===== src/rtl/nest_irq_pkg.sv =====
package nest_irq_pkg;

  // Index of the highest set bit, or -1 when the vector is empty.
  function automatic int top_index(input logic [31:0] v);
    int r;
    r = -1;
    for (int i = 0; i < 32; i++) begin
      if (v[i]) r = i;
    end
    return r;
  endfunction

  // Bits strictly above lvl set; lvl < 0 gives all ones.
  function automatic logic [31:0] above_mask(input int lvl);
    logic [31:0] m;
    if (lvl < 0) m = '1;
    else if (lvl >= 31) m = '0;
    else m = ~((32'd2 << lvl) - 32'd1);
    return m;
  endfunction

endpackage


===== src/rtl/nest_irq_pend.sv =====
module nest_irq_pend #(
  parameter int N_CH = 8,
  localparam int ID_W = (N_CH > 1) ? $clog2(N_CH) : 1
) (
  input  logic            clk,
  input  logic            rst_n,
  input  logic [N_CH-1:0] req,
  input  logic            clr_vld,
  input  logic [ID_W-1:0] clr_idx,
  output logic [N_CH-1:0] pend,
  output logic [N_CH-1:0] rise
);

  logic [N_CH-1:0] req_q;

  always_ff @(posedge clk) begin
    if (!rst_n) req_q <= '0;
    else        req_q <= req;
  end

  assign rise = req & ~req_q;

  for (genvar g = 0; g < N_CH; g++) begin : g_ch
    logic hit;
    assign hit = clr_vld && (clr_idx == ID_W'(g));
    always_ff @(posedge clk) begin
      if (!rst_n)       pend[g] <= 1'b0;
      else if (rise[g]) pend[g] <= 1'b1;
      else if (hit)     pend[g] <= 1'b0;
    end
  end

endmodule


===== src/rtl/nest_irq_stack.sv =====
module nest_irq_stack #(
  parameter int N_CH = 8,
  localparam int ID_W = (N_CH > 1) ? $clog2(N_CH) : 1
) (
  input  logic            clk,
  input  logic            rst_n,
  input  logic            ret,
  input  logic            push_vld,
  input  logic [ID_W-1:0] push_idx,
  output logic [N_CH-1:0] isv,
  output logic            pop_vld
);
  import nest_irq_pkg::*;

  logic [ID_W-1:0] pop_idx;
  logic [N_CH-1:0] isv_n;

  assign pop_vld = ret && (isv != '0);
  assign pop_idx = ID_W'(top_index(32'(isv)));

  always_comb begin
    isv_n = isv;
    if (pop_vld)  isv_n[pop_idx]  = 1'b0;
    if (push_vld) isv_n[push_idx] = 1'b1;
  end

  always_ff @(posedge clk) begin
    if (!rst_n) isv <= '0;
    else        isv <= isv_n;
  end

endmodule


===== src/rtl/nest_irq_select.sv =====
module nest_irq_select #(
  parameter int N_CH = 8,
  localparam int ID_W = (N_CH > 1) ? $clog2(N_CH) : 1
) (
  input  logic [N_CH-1:0] pend,
  input  logic [N_CH-1:0] isv,
  output logic [N_CH-1:0] eligible,
  output logic            valid,
  output logic [ID_W-1:0] id
);
  import nest_irq_pkg::*;

  assign eligible = pend & N_CH'(above_mask(top_index(32'(isv))));
  assign valid    = |eligible;
  assign id       = valid ? ID_W'(top_index(32'(eligible))) : '0;

endmodule


===== src/rtl/nest_irq_ctrl.sv =====
module nest_irq_ctrl #(
  parameter int N_CH = 8,
  localparam int ID_W = (N_CH > 1) ? $clog2(N_CH) : 1
) (
  input  logic            clk,
  input  logic            rst_n,
  input  logic [N_CH-1:0] irq_req,
  output logic            irq_valid,
  output logic [ID_W-1:0] irq_id,
  input  logic            irq_ack,
  input  logic            irq_ret
);

  logic [N_CH-1:0] pend_w;
  logic [N_CH-1:0] rise_w;
  logic [N_CH-1:0] isv_w;
  logic [N_CH-1:0] elig_w;
  logic            ack_take;
  logic            ret_pop;

  assign ack_take = irq_valid && irq_ack;

  nest_irq_pend #(.N_CH(N_CH)) u_pend (
    .clk     (clk),
    .rst_n   (rst_n),
    .req     (irq_req),
    .clr_vld (ack_take),
    .clr_idx (irq_id),
    .pend    (pend_w),
    .rise    (rise_w)
  );

  nest_irq_stack #(.N_CH(N_CH)) u_stack (
    .clk      (clk),
    .rst_n    (rst_n),
    .ret      (irq_ret),
    .push_vld (ack_take),
    .push_idx (irq_id),
    .isv      (isv_w),
    .pop_vld  (ret_pop)
  );

  nest_irq_select #(.N_CH(N_CH)) u_sel (
    .pend     (pend_w),
    .isv      (isv_w),
    .eligible (elig_w),
    .valid    (irq_valid),
    .id       (irq_id)
  );

endmodule


===== config.mk =====
export PLATFORM = sky130hd
export DESIGN_NAME = nest_irq_ctrl
export DESIGN_NICKNAME = d
export VERILOG_FILES = /design/src/rtl/nest_irq_pkg.sv /design/src/rtl/nest_irq_pend.sv /design/src/rtl/nest_irq_stack.sv /design/src/rtl/nest_irq_select.sv /design/src/rtl/nest_irq_ctrl.sv
export SDC_FILE = /design/constraint.sdc
export NUM_CORES = 1
export LEC_CHECK = 0
export BUFFER_PORTS_ARGS = -buffer_cell sky130_fd_sc_hd__buf_2
export CORE_MARGIN = 2
export CORE_UTILIZATION = 50
export DETAILED_ROUTE_END_ITERATION = 10
export GPL_TIMING_DRIVEN = 0
export MAX_ROUTING_LAYER = met4
export PLACE_DENSITY = 0.71
export SYNTH_ARGS = -nofsm -noshare
export SYNTH_HDL_FRONTEND = slang
export SYNTH_SLANG_ARGS = --single-unit

===== constraint.sdc =====
create_clock -name clk -period 4.75 [get_ports clk]
set_input_delay 0.2375 -clock clk [delete_from_list [all_inputs] [get_ports clk]]
set_output_delay 0.2375 -clock clk [all_outputs]
set_load 0.01 [all_outputs]

After elaboration in Yosys (flattened, before gate mapping)
Cells that the tools add are included.
{"block": "word_totals", "reg_bits": 24, "inputBits": 12, "out_inout_bits": 4, "elab_cells": 96}
{"block": "classes", "add_sub_neg": 1, "order_cmp": 6, "eq_ne": 7, "n_shift": 1, "mux": 41, "bitwise_logic": 7, "reduce_logical": 23}
{"cell": "32-bit two-way mux", "n": 8}
{"cell": "32-bit by 6-bit greater-or-equal comparator with 1-bit output, second input constant", "n": 1}
{"cell": "32-bit by 1-bit < comparator with 1-bit output, second input constant", "n": 1}
{"cell": "8-bit two-way mux", "n": 4}
{"cell": "2-bit by 32-bit left shift with 8-bit output, first input constant", "n": 1}
{"cell": "3-bit two-way mux", "n": 9}
{"cell": "8-bit bitwise AND", "n": 3}
{"cell": "8-bit NOT", "n": 3}
{"cell": "1-bit two-way mux", "n": 18}
{"cell": "2-bit nonzero test", "n": 8}
{"cell": "3-bit equality test, second input constant", "n": 4}
{"cell": "1-bit logical AND", "n": 12}
{"cell": "3-bit by 4-bit < comparator with 1-bit output, second input constant", "n": 2}
{"cell": "8-bit OR", "n": 1}
{"cell": "8-bit nonzero test", "n": 1}
{"cell": "8-bit OR reduction", "n": 1}
{"cell": "8-bit by 1-bit subtractor with 8-bit output, second input constant", "n": 1}
{"cell": "1-bit demux with 3-bit select", "n": 2}
{"cell": "3-bit by 2-bit equality test with 1-bit output, second input constant", "n": 2}
{"cell": "3-bit by 1-bit greater-or-equal comparator with 1-bit output, second input constant", "n": 2}
{"cell": "3-bit by 1-bit equality test with 1-bit output, second input constant", "n": 1}
{"cell": "3-bit zero test", "n": 1}

Longest topological paths before layout
Gate-level depths: netlist of run 1.
{"block": "depth", "ltp_word": 29, "ltp_mapped": 9, "depth_no_buf": 9}

Modules after synthesis
Synthesis of run 1 repeated with hierarchy kept, for this count alone.
{"block": "unflattened", "cells_unflattened": 176, "area_unflattened_um2": 1501.4}
{"mod": "nest_irq_pend", "n_inst": 1, "cells_each": 62, "area_per_inst_um2": 648.1, "seq_area_each_um2": 320.3}
{"mod": "nest_irq_stack", "n_inst": 1, "cells_each": 52, "area_per_inst_um2": 431.7, "seq_area_each_um2": 160.2}
{"mod": "nest_irq_select", "n_inst": 1, "cells_each": 61, "area_per_inst_um2": 415.4, "seq_area_each_um2": 0.0}
{"mod": "nest_irq_ctrl", "n_inst": 1, "cells_each": 1, "area_per_inst_um2": 6.3, "seq_area_each_um2": 0.0}

Least setup slack after synthesis of run 1
No wires, ideal clock.
{"block": "synth_timing", "path_kind": "flip-flop to output port", "startpoint": "register u_stack.isv[4]", "endpoint": "output irq_id[0]", "t_arrival_ns": 2.628, "required_ns": 4.513, "setup_slack_ns": 1.885, "path_stages_with_launch": 10, "n_path_buf": 0, "path_cell_list": "dfxtp_1 > nor4_4 > nand2_1 > or3_1 > ha_1 > or3b_1 > nand3_1 > o211ai_2 > or3_4 > and2_4"}
{"block": "synth_via", "word_cells_on_any_way": 22, "classes_between": "add/sub: 1; order compare: 2; shift: 1; mux: 15; bitwise: 2; reduce/logical: 1"}
{"item": "start: declaration", "line": "nest_irq_stack.sv:10", "text": "output logic [N_CH-1:0] isv,"}
{"item": "start signal: assignment", "line": "nest_irq_stack.sv:29", "text": "else isv <= isv_n;"}
{"item": "32-bit two-way mux * (4 in series)"}
{"item": "2-bit by 32-bit left shift with 8-bit output", "line": "nest_irq_pkg.sv:18", "text": "else m = ~((32'd2 << lvl) - 32'd1);"}
{"item": "8-bit by 1-bit subtractor with 8-bit output", "line": "nest_irq_pkg.sv:18"}
{"item": "8-bit NOT", "line": "nest_irq_pkg.sv:18"}
{"item": "8-bit two-way mux", "line": "nest_irq_pkg.sv:17", "text": "else if (lvl >= 31) m = '0;"}
{"item": "8-bit two-way mux *", "line": "nest_irq_pkg.sv:16", "text": "if (lvl < 0) m = '1;"}
{"item": "8-bit bitwise AND *", "line": "nest_irq_select.sv:13", "text": "assign eligible = pend & N_CH'(above_mask(top_index(32'(isv))));"}
{"item": "8-bit OR reduction *", "line": "nest_irq_select.sv:14", "text": "assign valid = |eligible;"}
{"item": "net irq_valid", "line": "nest_irq_ctrl.sv:8", "text": "output logic irq_valid,"}
{"item": "3-bit two-way mux *", "line": "nest_irq_select.sv:15", "text": "assign id = valid ? ID_W'(top_index(32'(eligible))) : '0;"}
{"item": "end: declaration", "line": "nest_irq_ctrl.sv:9", "text": "output logic [ID_W-1:0] irq_id,"}
The timed path passes the listed nets; every way through them passes the cells marked *.

Worst setup path in the final report of run 1
{"block": "layout_timing", "startpoint": "register u_stack.isv[4]", "endpoint": "output irq_id[0]"}
{"block": "layout_via", "elab_chain_len": 19, "word_cells_on_any_way": 22, "classes_between": "add/sub: 1; order compare: 2; shift: 1; mux: 15; bitwise: 2; reduce/logical: 1"}
{"item": "32-bit two-way mux * (4 in series)"}
{"item": "2-bit by 32-bit left shift with 8-bit output", "line": "nest_irq_pkg.sv:18"}
{"item": "8-bit by 1-bit subtractor with 8-bit output", "line": "nest_irq_pkg.sv:18"}
{"item": "8-bit NOT", "line": "nest_irq_pkg.sv:18"}
{"item": "8-bit two-way mux", "line": "nest_irq_pkg.sv:17"}
{"item": "8-bit two-way mux *", "line": "nest_irq_pkg.sv:16"}
{"item": "8-bit bitwise AND *", "line": "nest_irq_select.sv:13"}
{"item": "3-bit two-way mux (8 in series)", "line": "nest_irq_pkg.sv:8", "text": "if (v[i]) r = i;"}
{"item": "3-bit two-way mux *", "line": "nest_irq_select.sv:15"}
Mark *: on every way between the ends. The rest lies on a longest branch, timed or not.

==> run metrics, run 1 <==
Bufs and invs on worst path=1; startpoint class of the critical path=register; cts bufs inserted=3; chip height=54.8 um; final antenna diode count=0; Cells after Synth=139; cell taking the most area after synthesis=dfxtp_1; post_cts resized=0; Post-Place Worst Slack=1.56 ns; FF-to-FF setup slack=1.70 ns; port bufs=14; Longest Clk Path Bufs=2; WL/cell=14.9 um; fraction of registers with async set/reset=0%; Worst Hold End=u_pend.req_q[4]; setup ws final=1.17 ns; # rows=18; clk sinks=24; FF-to-FF Start=u_stack.isv[4]; number of synthesis warnings=0; Clk pwr share=between 10% and 20%; H-tree depth=1; Synth area leaders=dfxtp_1 37%, nand2b_1 5.8%, and2_1 4.8%, a31oi_1 4.4%, nand2_1 4.4%; fill cell count=230; Finished Layout Cells=186; worst-skew pair later-pin latency=0.31 ns; Placed Area=~0.0014 mm2; CP max-delay cell=nor4_4; footprint of the multi-input gates=778 um2; # nets final=171; TritonCTS clock tree=done; largest net degree at the start of global routing=13; Synth cell types=46; fmax=0.279 GHz; initial core utilization=between 50% and 60%; worst vdd ir=approximately 0.23 mV; first-pass GRT wire length=4560 um; Post-Syn Area=approximately 0.0013 mm2; min cycle time layout=3.58 ns; antenna-violating nets left=0; crit path DAT=3.35 ns; PwrDens=roughly 330 mW/mm2; transition time of the tightest slew-check pin=0.580 ns; Pins Over Slew Limit=0; Most used DFF post-synth=dfxtp_1; post-synth top area share=~37%; most common cell after layout, fill and taps aside=dfxtp_1; FF/Latch Area=480 um2; final hold vios=0; EDFF count, synth=0; sequential area share after synthesis=37.2%; setup_tns=0 ns; GRT Util Overall=21.5%; via-per-instance ratio=between 6 and 7; Seq cells post-synth=24; CP endpoint kind=output pin; io pins=16; chip width=~55 um; Util after Layout=58.0%; path depth of the worst reg2reg path=9; crit path kind=reg2out; Net Sw Frac=33.0%; crit path cell chain=nor4_4, nand2_1, or3_1, ha_1, or3b_1, nand3_1, o211ai_2, or3_4, and2_4, buf_2; Switch Pwr=0.154 mW; min-delay src=irq_req[4]; cell internal pwr=0.311 mW; Final Setup Violations=0; core area=0.00245 mm2; syn_area_per_cell=9.30 um2; final wirelength=2780 um; status=finished clean; GPL Wtd Cong=0.908; grt total ovfl=0; worst hold path type=in2reg; max incr delay on CP=about 0.48 ns; DP HPWL=2080 um; relative slew slack=between 60 and 70%; Comb power frac=between 30% and 40%; Area Overhead vs Synth=10.1%; RSZ-0062 raised after global routing=no; Power, Total=0.465 mW; # placed instances=183; Setup Buffers After CTS=0; initial antenna violation count=0; Finished Cell Area=about 0.0014 mm2; initial drt markers=27; worst hold path depth=2; CTS root buf=clkbuf_4; MaxCap Viol Count=0; Min Hold Slack=0.131 ns; die area=0.00301 mm2; clock slew at reported path FFs=~0.13 ns; commonest non-fill, non-tap cells in the layout=24 x dfxtp_1, 15 x nand2_1, 14 x buf_2; peak fanout along the critical path=7; Leak=0.602 nW; family with the most delay on the worst path=simple AND/OR/NAND/NOR gates; drt first pass iters=4; via count=between 1000 and 1500; vias in the first global route=between 1000 and 1500; reg2reg end=u_stack.isv[3]; Critical Path RT=4.51 ns; share of layout cells above drive strength 1=22.4%; CTS Hold Bufs=0; Mapped Nets=152; Final Cycle Share=roughly three quarters; DRC viols=0; clk_skew=about 0.0056 ns; sequential share of power=48.6%
kinds of logic (layout without fill, tap and decap cells):
kind of cell             Yosys count  in the layout  share of synthesized area (%)
AND/OR/NAND/NOR                   61             61                           31.3
AO/OA/AOI/OAI                     44             44                           28.0
flip-flops                        24             24                           37.2
buffers and inverters              9             26                           2.61
adder cells (fa/ha/maj)            1              1                          0.968
cell usage after synthesis (all sizes together), types with 3 or more instances:
cell type and instances:
a21boi 3, a31o 4, a31oi 9, and2 12, clkbuf 3, dfxtp 24, inv 6, nand2 15
nand2b 12, nor2 6, nor2b 3, o21ai 6, or3 3
layer usage:
metal | wire (um) | global-route usage [%]
met4 | 28 | 5.00
met2 | 1350 | 33.9
met5 | 0 | -
met1 | 1310 | 29.3
met3 | 94 | 2.46
worst register-to-register path, cell delays in order (launching register included):
cell and delay, ns:
dfxtp_1 0.43, nor4_4 0.48, nand2_1 0.13, or3_1 0.38
ha_1 0.24, or3b_1 0.35, nand3_1 0.17, nor2_2 0.10
a221o_1 0.41, a31o_1 0.26
flip-flops by register name, summed over array words and instances, names as in the netlist:
| signal | count |
|---|---|
| u_pend.pend | 8 |
| u_pend.req_q | 8 |
| u_stack.isv | 8 |
worst max path at each step:
stage	slack, ns	end	start	cells after the start
6_report	1.17	irq_id[0]	u_stack.isv[4]	10
5_1_grt	1.03	irq_id[0]	u_stack.isv[4]	10
4_1_cts	1.19	irq_id[0]	u_stack.isv[4]	10
3_5_place_dp	1.56	irq_id[0]	u_stack.isv[4]	10
3_3_place_gp	1.63	irq_id[0]	u_stack.isv[4]	10
2_1_floorplan	1.88	irq_id[0]	u_stack.isv[4]	9
layout make-up:
| type | count | area share, % |
|---|---|---|
| sequential | 24 | 33.8 |
| buffer | 3 | 0.792 |
| timing repair buffer | 14 | 4.93 |
| inverter | 6 | 1.58 |
| tap | 30 | 2.64 |
| clock buffer | 3 | 1.58 |
| multi-input combinational | 106 | 54.7 |
power groups by stage:
| stage | clock (mW) | sequential, mW | combinational [mW] |
|---|---|---|---|
| after floorplan | 0 | 0.227 | 0.113 |
| after global placement | 0 | 0.229 | 0.145 |
| after CTS | 0.0927 | 0.226 | 0.150 |
| after global routing | 0.0990 | 0.228 | 0.164 |
| after detailed placement | 0 | 0.230 | 0.149 |
| final | 0.0892 | 0.226 | 0.150 |
(Power assumes the default switching activity.)
==> run 2: changes to the inputs <==
- ABC_AREA: not set -> 1
- PLACE_DENSITY: 0.71 -> 0.74
- clock period: 4.75 -> 3.13 ns (I/O delays scaled with it)
==> run metrics, run 2 <==
Simple-Gate Fraction of Synth Area=39.8% (was 31.3%); cts bufs inserted=3 (unchanged); Mapped Nets=195 (was 152); share of layout cells above drive strength 1=24.6% (was 22.4%); transition time of the tightest slew-check pin=0.446 ns (was 0.580 ns); chip height=54.3 um (was 54.8 um); Bufs and invs on worst path=3 (was 1); startpoint class of the critical path=register (unchanged); MaxCap Viol Count=0 (unchanged); via-per-instance ratio=4.92 (was 6.06); status=finished clean (unchanged); routed wl met2=1180 um (was 1350 um); largest net degree at the start of global routing=13 (unchanged); antenna-violating nets left=0 (unchanged); sequential area share after synthesis=38.0% (was 37.2%); relative slew slack=70.3% (was 61.3%); clk_skew=0.00126 ns (was 0.00557 ns); most used cell, CP=nand2_1; FF-to-FF Start=u_stack.isv[1] (was u_stack.isv[4]); Power, Total=1.68 mW (was 0.465 mW); path depth of the worst reg2reg path=21 (was 9); Longest Clk Path Bufs=2 (unchanged); die area=0.00295 mm2 (was 0.00301 mm2); reg2reg end=u_pend.pend[3] (was u_stack.isv[3]); # placed instances=226 (was 183); Synth Area in Compound Gates=10.5% (was 28.0%); clk sinks=24 (unchanged); core area=0.00243 mm2 (was 0.00245 mm2); Seq cells post-synth=24 (unchanged); family with the most delay on the worst path=simple AND/OR/NAND/NOR gates (unchanged); FF-to-FF setup slack=0.63 ns (was 1.70 ns); DP HPWL=1960 um (was 2080 um); Critical Path RT=2.97 ns (was 4.51 ns); crit path kind=reg2out (unchanged); Worst Hold End=u_pend.req_q[4] (unchanged); Post-Place Worst Slack=0.654 ns (was 1.56 ns); GPL Wtd Cong=0.949 (was 0.908); Pins Over Slew Limit=0 (unchanged); Post-Syn Area=0.00126 mm2 (was 0.00129 mm2); fmax=0.357 GHz; crit path cell chain=inv_1, nand2_1, nand2_1, nand2_1, nand2_1, nand2_1, nand2_2, nand2_1, nand2_1, ha_1, o21ai_1, o21ai_0, nand2_1, nand2_1, nand2_1, nand2_1, nand2_1, nand2_4, inv_2, buf_2 (was nor4_4, nand2_1, or3_1, ha_1, or3b_1, nand3_1, o211ai_2, or3_4, and2_4, buf_2); grt total ovfl=0 (unchanged); syn_area_per_cell=6.94 um2 (was 9.30 um2); io pins=16 (unchanged); Finished Layout Cells=229 (was 186); port bufs=14 (unchanged); Metal-1 WL=1110 um (was 1310 um); fraction of registers with async set/reset=0% (unchanged); Top Layer Used=met4 (unchanged); largest family of logic cells by synthesized area=simple AND/OR/NAND/NOR gates (unchanged); Final Setup Violations=0 (unchanged); CTS root buf=clkbuf_4 (unchanged); commonest non-fill, non-tap cells in the layout=58 x nand2_1, 28 x inv_1, 24 x dfxtp_1 (was 24 x dfxtp_1, 15 x nand2_1, 14 x buf_2); chip width=54.3 um (was 54.8 um); first-pass GRT wire length=4270 um (was 4560 um); adder and majority gate portion of the synthesized area=0.990% (was 0.968%); Top Registers=u_pend.pend: 8 flops, u_pend.req_q: 8 flops, u_stack.isv: 8 flops (unchanged); TritonCTS clock tree=done (unchanged); setup ws final=0.333 ns (was 1.17 ns); max incr delay on CP=0.37 ns (was 0.48 ns); final antenna diode count=0 (unchanged); Setup Buffers After CTS=0 (unchanged); worst-skew pair later-pin latency=0.31 ns (about the same); initial drt markers=28 (was 27); RSZ-0062 raised after global routing=no (unchanged); worst hold path type=in2reg (unchanged); min-delay src=irq_req[4] (unchanged); clock slew at reported path FFs=0.12 ns (was 0.13 ns); fill cell count=234 (was 230); setup_tns=0 ns (unchanged); number of synthesis warnings=0 (unchanged); vias in the first global route=1027 (was 1002); H-tree depth=1 (unchanged); WL/cell=10.5 um (was 14.9 um); CP endpoint kind=output pin (unchanged); initial core utilization=52.0% (was 52.7%); worst vdd ir=0.851 mV (was 0.230 mV); DRC viols=0 (unchanged); # rows=18 (unchanged); PwrDens=1200 mW/mm2 (was 327 mW/mm2); Min Hold Slack=0.0274 ns (was 0.131 ns); GRT Util Overall=20.8% (was 21.5%); worst hold path depth=3 (was 2); final hold vios=0 (unchanged); # nets final=214 (was 171); Synth cell types=24 (was 46); cell taking the most area after synthesis=dfxtp_1 (unchanged); Leak=0.750 nW (was 0.602 nW); Cells after Synth=182 (was 139); xor/xnor share of the synthesized area=0% (unchanged); peak fanout along the critical path=6 (was 7); post-synth top area share=38.0% (was 37.2%); Synth area leaders=dfxtp_1 38%, nand2_1 17%, inv_1 8.3%, nand3_2 5.5%, a21oi_1 3.2% (was dfxtp_1 37%, nand2b_1 5.8%, and2_1 4.8%, a31oi_1 4.4%, nand2_1 4.4%); most common cell in the synthesized netlist=nand2_1 (was dfxtp_1); most common cell after layout, fill and taps aside=nand2_1 (was dfxtp_1); CP max-delay cell=dfxtp_1 (was nor4_4); drt first pass iters=4 (unchanged); crit path DAT=2.64 ns (was 3.35 ns); mux share of post-synthesis cell area=0% (unchanged); initial antenna violation count=0 (unchanged); EDFF count, synth=0 (unchanged); met3 wire len=85 um (was 94 um); synth cell count leaders=58 x nand2_1, 28 x inv_1, 24 x dfxtp_1 (was 24 x dfxtp_1, 15 x nand2_1, 12 x nand2b_1); via count=1127 (was 1128); final wirelength=2400 um (was 2780 um); min cycle time layout=2.80 ns; Most used DFF post-synth=dfxtp_1 (unchanged); Area Overhead vs Synth=10.5% (was 10.1%); Final Cycle Share=about nine tenths
## run 2: kinds of logic (layout without fill, tap and decap cells)
kind of cell	after synthesis	in the layout
DFF	24	24
and+or+nand+nor	99	99
adders and majority gates	1	1
buffers and inverters	36	53
AOI/OAI and AO/OA	22	22
## run 2: repair_timing
action / 4_1_cts / 5_1_grt
hold endpoints to repair: 0 / 0
resized for setup: 0 / 1
endpoints found under the setup margin: 0 / 1
hold buffers: 0 / 0
## run 2: per-stage QoR
| step | area (um2) | util (%) |
|---|---|---|
| 6_report | 1400 | 57.4 |
| 2_1_floorplan | 1260 | - |
| 4_1_cts | 1390 | 57.3 |
| 3_5_place_dp | 1370 | 56.4 |
| 3_3_place_gp | 1370 | 56.4 |
| 5_1_grt | 1400 | 57.4 |
## run 2: how the worst max path moves through the flow
stage | from | endpoint | depth (start not counted)
3_3_place_gp | u_stack.isv[1] | u_pend.pend[3] | 20
2_1_floorplan | u_stack.isv[1] | u_pend.pend[0] | 22
6_report | u_stack.isv[1] | irq_id[0] | 20
4_1_cts | u_stack.isv[3] | irq_id[0] | 15
5_1_grt | u_stack.isv[1] | irq_id[0] | 20
3_5_place_dp | u_stack.isv[3] | u_pend.pend[3] | 15
## run 2: final cells by class
| type | instances | area [um2] | area share [%] |
|---|---|---|---|
| clock buffers | 3 | 22.5 | 1.61 |
| multi-input cells | 122 | 651 | 46.6 |
| plain buffers | 2 | 7.51 | 0.538 |
| inverters | 34 | 128 | 9.14 |
| repair buffers | 14 | 70.1 | 5.02 |
| well taps | 30 | 37.5 | 2.69 |
| flip-flops and latches | 24 | 480 | 34.4 |
## run 2: metal layers
layer	global-route usage (%)	vias up
met5	-	-
met4	7.50	0
met3	3.28	4
met2	35.5	25
met1	24.7	492
li1	-	606
## run 2: worst register-to-register path, cell delays in order, from the launching register on
cell and delay (ns):
dfxtp_1 0.34, inv_1 0.05, nand2_1 0.05, nand2_1 0.06, nand2_1 0.04, nand2_1 0.05
nand2_1 0.05, nand2_2 0.11, nand2_1 0.14, nand2_1 0.13, ha_1 0.18, inv_1 0.06
nor3_2 0.19, o21bai_2 0.14, nand3_2 0.08, nand2_2 0.11, nand2_2 0.08, a21oi_4 0.20
inv_2 0.09, nand4_1 0.16, nand2_1 0.08, o21ai_2 0.05
## run 2: report_power, final
group / leakage, nW / internal (mW) / switching [mW]
registers: 0.199 / 0.367 / 0.0456
logic: 0.538 / 0.384 / 0.752
clock network: 0.0138 / 0.0450 / 0.0869
total: 0.750 / 0.796 / 0.884
==> run 3: changes to the inputs <==
- CORE_ASPECT_RATIO: not set -> 1.75
- PLACE_DENSITY: 0.74 -> 0.73
- SYNTH_HIERARCHICAL: not set -> 1
==> run metrics, run 3 <==
status=finished clean (unchanged); crit path cell chain=nor2_4, nand3_4, nor3_1, nand2_1, ha_1, nand2_4, o21bai_1, nand3_1, nand2_2, inv_2, nor2_8, nand2_4, nor2_4, a21oi_2, buf_2 (was inv_1, nand2_1, nand2_1, nand2_1, nand2_1, nand2_1, nand2_2, nand2_1, nand2_1, ha_1, o21ai_1, o21ai_0, nand2_1, nand2_1, nand2_1, nand2_1, nand2_1, nand2_4, inv_2, buf_2); clock slew at reported path FFs=0.08 ns (was 0.12 ns); Post-Syn Area=0.00151 mm2 (was 0.00126 mm2); commonest non-fill, non-tap cells in the layout=62 x nand2_1, 48 x inv_1, 24 x dfxtp_1 (was 58 x nand2_1, 28 x inv_1, 24 x dfxtp_1); setup_tns=0 ns (unchanged); final antenna diode count=0 (unchanged); min cycle time layout=3.01 ns (was 2.80 ns); initial drt markers=23 (was 28); fmax=0.332 GHz (was 0.357 GHz); CTS Hold Bufs=0 (unchanged); Critical Path RT=2.97 ns (about the same); antenna-violating nets left=0 (unchanged); Top Registers=u_pend/pend: 8 flops, u_pend/req_q: 8 flops, u_stack/isv: 8 flops (was u_pend.pend: 8 flops, u_pend.req_q: 8 flops, u_stack.isv: 8 flops); via count=1359 (was 1127); number of synthesis warnings=6 (was 0); initial antenna violation count=0 (unchanged); die area=0.00350 mm2 (was 0.00295 mm2); CTS root buf=clkbuf_8 (was clkbuf_4); Cells after Synth=229 (was 182); crit path kind=reg2out (unchanged); transition time of the tightest slew-check pin=0.460 ns (was 0.446 ns); Util after Layout=58.2% (was 57.4%); final wirelength=2830 um (was 2400 um); Mapped Nets=242 (was 195); Finished Cell Area=0.00169 mm2 (was 0.00140 mm2); worst-skew pair later-pin latency=0.26 ns (was 0.31 ns); syn_area_per_cell=6.60 um2 (was 6.94 um2); Bufs and invs on worst path=2 (was 3); chip width=45.6 um (was 54.3 um); io pins=16 (unchanged); chip height=76.7 um (was 54.3 um); via-per-instance ratio=4.92 (about the same); Setup Buffers After CTS=0 (unchanged); grt total ovfl=0 (unchanged); Pins Over Slew Limit=0 (unchanged); crit path DAT=2.86 ns (was 2.64 ns); first-pass GRT wire length=4820 um (was 4270 um); TritonCTS clock tree=done (unchanged); # nets final=262 (was 214); WL/cell=10.3 um (was 10.5 um); RSZ-0062 raised after global routing=yes (was no); Longest Clk Path Bufs=2 (unchanged); CP max-delay cell=dfxtp_1 (unchanged); share of layout cells above drive strength 1=21.8% (was 24.6%); vias in the first global route=1218 (was 1027); MaxCap Viol Count=0 (unchanged); # rows=26 (was 18); GPL Wtd Cong=0.840 (was 0.949); GRT Util Overall=18.6% (was 20.8%); relative slew slack=69.3% (was 70.3%); post_cts resized=2 (was 0); core area=0.00290 mm2 (was 0.00243 mm2); cts bufs inserted=3 (unchanged); drt first pass iters=5 (was 4); port bufs=15 (was 14); DP HPWL=2330 um (was 1960 um); startpoint class of the critical path=register (unchanged); clk_skew=0.00375 ns (was 0.00126 ns); Min Hold Slack=0.0802 ns (was 0.0274 ns); initial core utilization=52.2% (was 52.0%); largest net degree at the start of global routing=14 (was 13); Final Cycle Share=96.2% (was 89.4%); H-tree depth=1 (unchanged); Placed Area=0.00162 mm2 (was 0.00137 mm2); peak fanout along the critical path=10 (was 6); most common cell after layout, fill and taps aside=nand2_1 (unchanged); clk sinks=24 (unchanged); CP endpoint kind=output pin (unchanged); final hold vios=0 (unchanged); DRC viols=0 (unchanged); Final Setup Violations=0 (unchanged); family with the most delay on the worst path=simple AND/OR/NAND/NOR gates (unchanged); worst hold path type=in2reg (unchanged); max incr delay on CP=0.43 ns (was 0.37 ns); Area Overhead vs Synth=11.5% (was 10.5%)
==> run 3: cell types whose count changed in the layout (fill, tap and decap cells not counted), sizes merged, moves of 4 or more <==
cell,previous run,this run
inv,34,57
nand2,64,69
a21oi,9,20
or2,4,8
nor2,11,16
nand4,5,9
==> run 3: layout make-up <==
type | instances | area [um2]
fillers | 291 | 1210
plain buffers | 2 | 10.0
multi-input cells | 146 | 816
flip-flops and latches | 24 | 480
clock buffers | 4 | 55.1
repair buffers | 15 | 75.1
inverters | 57 | 214
well taps | 28 | 35.0
==> run 3: per-layer routing <==
| layer | GRT usage, % | vias up | share of wire [%] |
|---|---|---|---|
| met5 | - | - | 0 |
| met4 | 9.12 | 0 | 2.0 |
| met1 | 16.6 | 605 | 37 |
| met3 | 2.12 | 4 | 1.6 |
| met2 | 34.9 | 16 | 59 |
| li1 | - | 734 | - |
==> run 3: worst reg2reg max path: stages (launching register included) <==
cell      delay, ns
dfxtp_1        0.43
nor2_4         0.19
nand3_4        0.11
nor3_1         0.22
nand2_1        0.13
ha_1           0.26
nand2_4        0.09
o21bai_1       0.06
nand3_1        0.10
nand2_2        0.08
inv_2          0.10
nor2_8         0.04
nand2_4        0.12
nor2_4         0.07
a21oi_2        0.35
inv_1          0.08
nor2_1         0.13
nand2_1        0.10
nand2_1        0.08
a21oi_1        0.06
==> run 3: path summary, 6_finish.rpt <==
| kind | from | endpoint | depth (start not counted) | slack (ns) |
|---|---|---|---|---|
| setup / recovery | u_stack/isv[7] | irq_id[0] | 15 | 0.12 |
| hold reg to reg | u_pend/pend[6] | u_pend/pend[6] | 2 | 0.47 |
| setup reg to reg | u_stack/isv[7] | u_pend/pend[2] | 19 | 0.20 |
| hold / removal | irq_req[7] | u_pend/req_q[7] | 3 | 0.08 |
==> run 3: metrics by stage <==
step | worst slack (ns) | instances
final | 0.118 | 276
after floorplan | 0.371 | 229
after global placement | 0.0427 | 272
after CTS | 0.117 | 276
after detailed placement | 0.0119 | 272
after global routing | -0.0718 | 276
Power of run 3 is not shown: default switching activity piles up to over one toggle a cycle in this logic, so the estimate is an artifact.
